[config.mk]
export PLATFORM = sky130hd
export DESIGN_NAME = dmsa_unit
export DESIGN_NICKNAME = d
export VERILOG_FILES = /design/src/rtl/dmsa_pkg.sv /design/src/rtl/dmsa_route.sv /design/src/rtl/dmsa_lane_mul.sv /design/src/rtl/dmsa_accum.sv /design/src/rtl/dmsa_unit.sv
export SDC_FILE = /design/constraint.sdc
export NUM_CORES = 2
export LEC_CHECK = 0
export ABC_AREA = 1
export BUFFER_PORTS_ARGS = -buffer_cell sky130_fd_sc_hd__buf_2
export CAP_MARGIN = 20
export CORE_ASPECT_RATIO = 0.7
export CORE_MARGIN = 2
export CORE_UTILIZATION = 44
export CTS_CLUSTER_DIAMETER = 150
export DETAILED_ROUTE_END_ITERATION = 8
export MAX_ROUTING_LAYER = met4
export PLACE_DENSITY = 0.57
export SETUP_SLACK_MARGIN = 0.05
export SYNTH_ARGS = -nofsm -noshare
export SYNTH_HDL_FRONTEND = slang
export SYNTH_SLANG_ARGS = --single-unit
[constraint.sdc]
create_clock -name clk -period 1.65 [get_ports clk]
set_input_delay 0.495 -clock clk [delete_from_list [all_inputs] [get_ports clk]]
set_output_delay 0.495 -clock clk [all_outputs]
set_load 0.005 [all_outputs]
[src/rtl/dmsa_pkg.sv]
package dmsa_pkg;
  localparam int unsigned DMSA_HALF_W = 16;

  typedef enum logic {
    ROUTE_STRAIGHT = 1'b0,
    ROUTE_CROSSED  = 1'b1
  } route_e;
endpackage

[src/rtl/dmsa_route.sv]
module dmsa_route
  import dmsa_pkg::*;
#(
  parameter int unsigned HALF_W = DMSA_HALF_W,
  localparam int unsigned WORD_W = 2 * HALF_W
) (
  input  logic [WORD_W-1:0] src_i,
  input  route_e            mode_i,
  output logic [HALF_W-1:0] lane_lo_o,
  output logic [HALF_W-1:0] lane_hi_o
);
  always_comb begin
    if (mode_i == ROUTE_CROSSED) begin
      lane_lo_o = src_i[WORD_W-1:HALF_W];
      lane_hi_o = src_i[HALF_W-1:0];
    end else begin
      lane_lo_o = src_i[HALF_W-1:0];
      lane_hi_o = src_i[WORD_W-1:HALF_W];
    end
  end
endmodule

[src/rtl/dmsa_lane_mul.sv]
module dmsa_lane_mul
  import dmsa_pkg::*;
#(
  parameter int unsigned HALF_W = DMSA_HALF_W,
  localparam int unsigned PROD_W = 2 * HALF_W
) (
  input  logic [HALF_W-1:0] x_i,
  input  logic [HALF_W-1:0] y_i,
  output logic [PROD_W-1:0] prod_o
);
  logic signed [PROD_W-1:0] x_ext;
  logic signed [PROD_W-1:0] y_ext;

  always_comb begin
    x_ext  = PROD_W'(signed'(x_i));
    y_ext  = PROD_W'(signed'(y_i));
    prod_o = x_ext * y_ext;
  end
endmodule

[src/rtl/dmsa_accum.sv]
module dmsa_accum
  import dmsa_pkg::*;
#(
  parameter int unsigned HALF_W = DMSA_HALF_W,
  localparam int unsigned PROD_W = 2 * HALF_W,
  localparam int unsigned DIFF_W = PROD_W + 1,
  localparam int unsigned ACC_W  = 4 * HALF_W
) (
  input  logic [PROD_W-1:0] prod_lo_i,
  input  logic [PROD_W-1:0] prod_hi_i,
  input  logic [ACC_W-1:0]  acc_i,
  output logic [ACC_W-1:0]  sum_o
);
  logic [DIFF_W-1:0] diff;
  logic [ACC_W-1:0]  diff_ext;

  always_comb begin
    diff     = {prod_lo_i[PROD_W-1], prod_lo_i} - {prod_hi_i[PROD_W-1], prod_hi_i};
    diff_ext = {{(ACC_W-DIFF_W){diff[DIFF_W-1]}}, diff};
    sum_o    = acc_i + diff_ext;
  end
endmodule

[src/rtl/dmsa_unit.sv]
module dmsa_unit
  import dmsa_pkg::*;
#(
  parameter int unsigned HALF_W = DMSA_HALF_W,
  localparam int unsigned WORD_W = 2 * HALF_W,
  localparam int unsigned PROD_W = 2 * HALF_W,
  localparam int unsigned ACC_W  = 2 * WORD_W
) (
  input  logic              clk,
  input  logic              rst_n,
  input  logic              start_i,
  input  logic              xchg_i,
  input  logic [WORD_W-1:0] op_a_i,
  input  logic [WORD_W-1:0] op_b_i,
  input  logic [WORD_W-1:0] acc_lo_i,
  input  logic [WORD_W-1:0] acc_hi_i,
  output logic [WORD_W-1:0] res_lo_o,
  output logic [WORD_W-1:0] res_hi_o,
  output logic              done_o
);
  logic [HALF_W-1:0] a_lane [2];
  logic [HALF_W-1:0] b_lane [2];
  logic [PROD_W-1:0] prod   [2];
  logic [ACC_W-1:0]  sum;
  logic [ACC_W-1:0]  res_d, res_q;
  logic              done_d, done_q;
  route_e            mode;

  assign mode      = route_e'(xchg_i);
  assign a_lane[0] = op_a_i[HALF_W-1:0];
  assign a_lane[1] = op_a_i[WORD_W-1:HALF_W];

  dmsa_route #(.HALF_W(HALF_W)) i_route (
    .src_i     (op_b_i),
    .mode_i    (mode),
    .lane_lo_o (b_lane[0]),
    .lane_hi_o (b_lane[1])
  );

  for (genvar g = 0; g < 2; g++) begin : g_lane
    dmsa_lane_mul #(.HALF_W(HALF_W)) i_mul (
      .x_i    (a_lane[g]),
      .y_i    (b_lane[g]),
      .prod_o (prod[g])
    );
  end

  dmsa_accum #(.HALF_W(HALF_W)) i_accum (
    .prod_lo_i (prod[0]),
    .prod_hi_i (prod[1]),
    .acc_i     ({acc_hi_i, acc_lo_i}),
    .sum_o     (sum)
  );

  // next-state
  always_comb begin
    res_d  = res_q;
    done_d = start_i;
    if (start_i) res_d = sum;
  end

  // registers
  always_ff @(posedge clk or negedge rst_n) begin
    if (!rst_n) begin
      res_q  <= '0;
      done_q <= 1'b0;
    end else begin
      done_q <= done_d;
      if (start_i) res_q <= res_d;
    end
  end

  assign res_lo_o = res_q[WORD_W-1:0];
  assign res_hi_o = res_q[ACC_W-1:WORD_W];
  assign done_o   = done_q;

  AST_DONE_AFTER_START: assert property (@(posedge clk) disable iff (!rst_n)
    start_i |=> done_o);
  AST_DONE_NEEDS_START: assert property (@(posedge clk) disable iff (!rst_n)
    !start_i |=> !done_o);
  AST_RESULT_HOLDS: assert property (@(posedge clk) disable iff (!rst_n)
    !start_i |=> $stable({res_hi_o, res_lo_o}));
  AST_ZERO_SRC_PASSES_ACC: assert property (@(posedge clk) disable iff (!rst_n)
    (start_i && op_b_i == '0) |=> {res_hi_o, res_lo_o} == $past({acc_hi_i, acc_lo_i}));
  AST_MIN_CORNER_ZERO: assert property (@(posedge clk) disable iff (!rst_n)
    (start_i && op_a_i == {2{1'b1, {(HALF_W-1){1'b0}}}} && op_b_i == {2{1'b1, {(HALF_W-1){1'b0}}}})
    |=> {res_hi_o, res_lo_o} == $past({acc_hi_i, acc_lo_i}));
endmodule

==> metrics.md <==
| Metric | Value |
|---|---|
| Status | complete, but fails checks |
| Failing checks | negative setup slack |
| Final WS setup | -7.33 ns |
| Most frequent cells in the layout | inv_1, buf_4, fa_1, nand2_1, nor2_1 |
| Synthesized area per cell | 7.93 µm² |
| Crit path time final | 8.98 ns |
| First-pass GRT wire length | 148000 µm |
| Die width | 300 µm |
| Slew headroom | 71.1% |
| Kind of cell adding the most delay to the critical path | adder cells |
| Hold Buf Count CTS | 0 |
| Max_cap viols | 0 |
| Largest net degree at the start of global routing | 82 |
| # H-tree levels | 3 |
| Clock slew at reported path FFs | 0.06 ns |
| Sink Count | 65 |
| GR Util All Layers | 31.9% |
| DR pass1 iterations | 5 |
| CP most frequent cell | fa_1 |
| Worst hold path type | in -> async |
| Worst Setup Start Kind | input port |
| Final #Nets | 5223 |
| Bufs on Longest Clock Path | 2 |
| Grt met2 use | 44.9% |
| Clock skew | 0 ns |
| Slowest stage delay, CP | 0.55 ns |
| Clk_lat worst skew | 0.35 ns |
| # IOs | 197 |
| Syn Nets | 4350 |
| Unrepaired setup endpoints after global routing | true |
| Core Area | 60200 µm² |
| Warnings from Yosys | 0 |
| CP arrival | 9.22 ns |
| CP required | 1.90 ns |
| Total gr overflow | 0 |
| Commonest non-fill, non-tap cell in the layout | inv_1 |
| Area of placed instances | 34200 µm² |
| CTS root buffer | clkbuf_16 |
| Grt met3 use | 6.98% |
| Slew Limit Fails | 0 |
| CTS tree | done |
| Die ar. | 63300 µm² |
| CP Max Fanout | 6 |
| Worst-Margin Slew | 0.431 ns |
| Fmax | 111 MHz |
| Worst setup path class | in -> reg |
| Initial antenna violation count | 10 |
| Fin Hold WS | 0.0522 ns |
| Initial Utilization | 44.8% |
| Vias in the first global route | 26.2k |
| Wirelength per Cell | 19.1 µm |
| DP Worst Slack | -8.35 ns |
| Design Area, Final | 39700 µm² |
| Crit share post-route | 544% |
| GRT busiest layer | met1 |
| GPL Wtd Cong | 0.997 |
| Seq/Total Area, Yosys | 6.03% |
| Initial DRC Count | 1974 |
| Post-route DRC | 0 |
| Post-Synthesis Cell Area | 27000 µm² |
| Crit end category | register |
| GRT met1 Usage | 46.9% |
| Buf+Inv Stages, Crit Path | 12 |
| Placed cells | 4922 |
| Setup violators final | 64 |
| Seq cells post-synth | 65 |
| Site row count | 75 |
| Slowest cell on crit path | fa_2 |
| Die Y-Extent | 211 µm |
| Final ANT Viol Nets | 0 |
| Synth cell types | 48 |
| Finished Layout Cells | 5099 |
| CTS Buf Count | 9 |
| Syn Inst Count | 3403 |
| Final hold violation count | 0 |
| Detailed Route WL | 97600 µm |
| DP HPWL | 80900 µm |
| Area grow syn2layout | 47.1% |
| Via count | 25.5k |
| Vias per inst | 4.99 |
| Port Buffer Count | 196 |
| Share of layout cells above drive strength 1 | 39.3% |
-- sequential cells by signal, summed over array words and instances, names as in the netlist --
signal	count
res_q	64
done_o	1
-- cell type report --
type                            count  area (µm²)
Sequential cell                    65        1630
Timing Repair Buffer              932        7500
Tap cell                          808        1010
Multi-Input combinational cell   2393       25900
Inverter                          872        3330
Clock inverter                      7        53.8
Clock buffer                        9         225
Timing Repair inverter              3        27.5
Fill cell                        5101       20600
Antenna cell                       10        25.0
-- worst reg2reg max path: cells and delay by family, from the launching register on --
family / cells / cell delay, ns
AOI/OAI and AO/OA: 1 / 0.06
DFF: 1 / 0.43
and+or+nand+nor: 1 / 0.09
-- stage by stage --
stage,TNS (ns),utilization [%]
6_report,-412.59,65.8
3_3_place_gp,-463.00,56.8
5_1_grt,-429.07,65.8
4_1_cts,-408.83,61.7
3_5_place_dp,-465.00,56.8
2_1_floorplan,-379.72,-
-- path summary, 6_finish.rpt --
| path | start | end | slack (ns) | cells past startpoint |
|---|---|---|---|---|
| worst max-delay path | xchg_i | res_q[49] | -7.33 | 42 |
| max in group asynchronous | rst_n | res_q[37] | 1.08 | 2 |
| worst min-delay path | rst_n | res_q[0] | 0.05 | 1 |
| worst max register to register | res_q[29] | res_q[29] | 0.95 | 2 |
| min in group clk | res_q[0] | res_q[0] | 0.47 | 2 |
| worst min register to register | res_q[0] | res_q[0] | 0.47 | 2 |
-- per-layer routing --
layer | vias to the layer above | wire length [µm]
met5 | - | 0
met2 | 897 | 42400
met4 | 0 | 2020
met1 | 12656 | 44400
met3 | 113 | 8760
li1 | 11796 | -
-- timing repair --
item | in CTS | in global routing
endpoints found under the setup margin | 64 | 64
setup buffers | 84 | 66
gates cloned | 7 | 1
resized for setup | 469 | 472
pin swaps | 190 | 237
-- synth_stat cells, drive strengths merged --
cell,number,area (µm²)
a211oi,3,22.5
a21boi,8,82.6
a21o,10,75.1
a21oi,125,663
a31o,1,8.76
a31oi,17,106
and2,2,12.5
and3,3,18.8
buf,16,65.1
clkbuf,60,225
clkinv,9,33.8
dfrtp,65,1630
fa,590,11800
ha,225,2820
inv,863,3240
mux2i,1,10.0
nand2,597,2250
nand3,75,380
nand3b,6,45.0
nand4,4,25.0
nor2,456,1730
nor3,9,45.0
nor4,4,31.3
o211ai,5,42.5
o21a,8,60.1
o21ai,134,704
o21bai,11,90.1
or2,36,225
xnor2,33,289
xor2,27,236
-- kinds of logic (layout without fill, tap and decap cells) --
| family | count (synthesis) | after routing | synth area share [%] |
|---|---|---|---|
| and+or+nand+nor | 1192 | 1195 | 17.7 |
| buffers and inverters | 948 | 1823 | 13.2 |
| adders and majority gates | 815 | 815 | 54.2 |
| AOI/OAI and AO/OA | 322 | 322 | 6.88 |
| DFF | 65 | 65 | 6.03 |
| xor gates and xnor gates | 60 | 60 | 1.95 |
| muxes | 1 | 1 | 0.0371 |
| other | 0 | 10 | 0 |
Power is left out: the tool's default activity adds up to more than one toggle a clock period on the data nets, which glitch-free logic cannot reach.
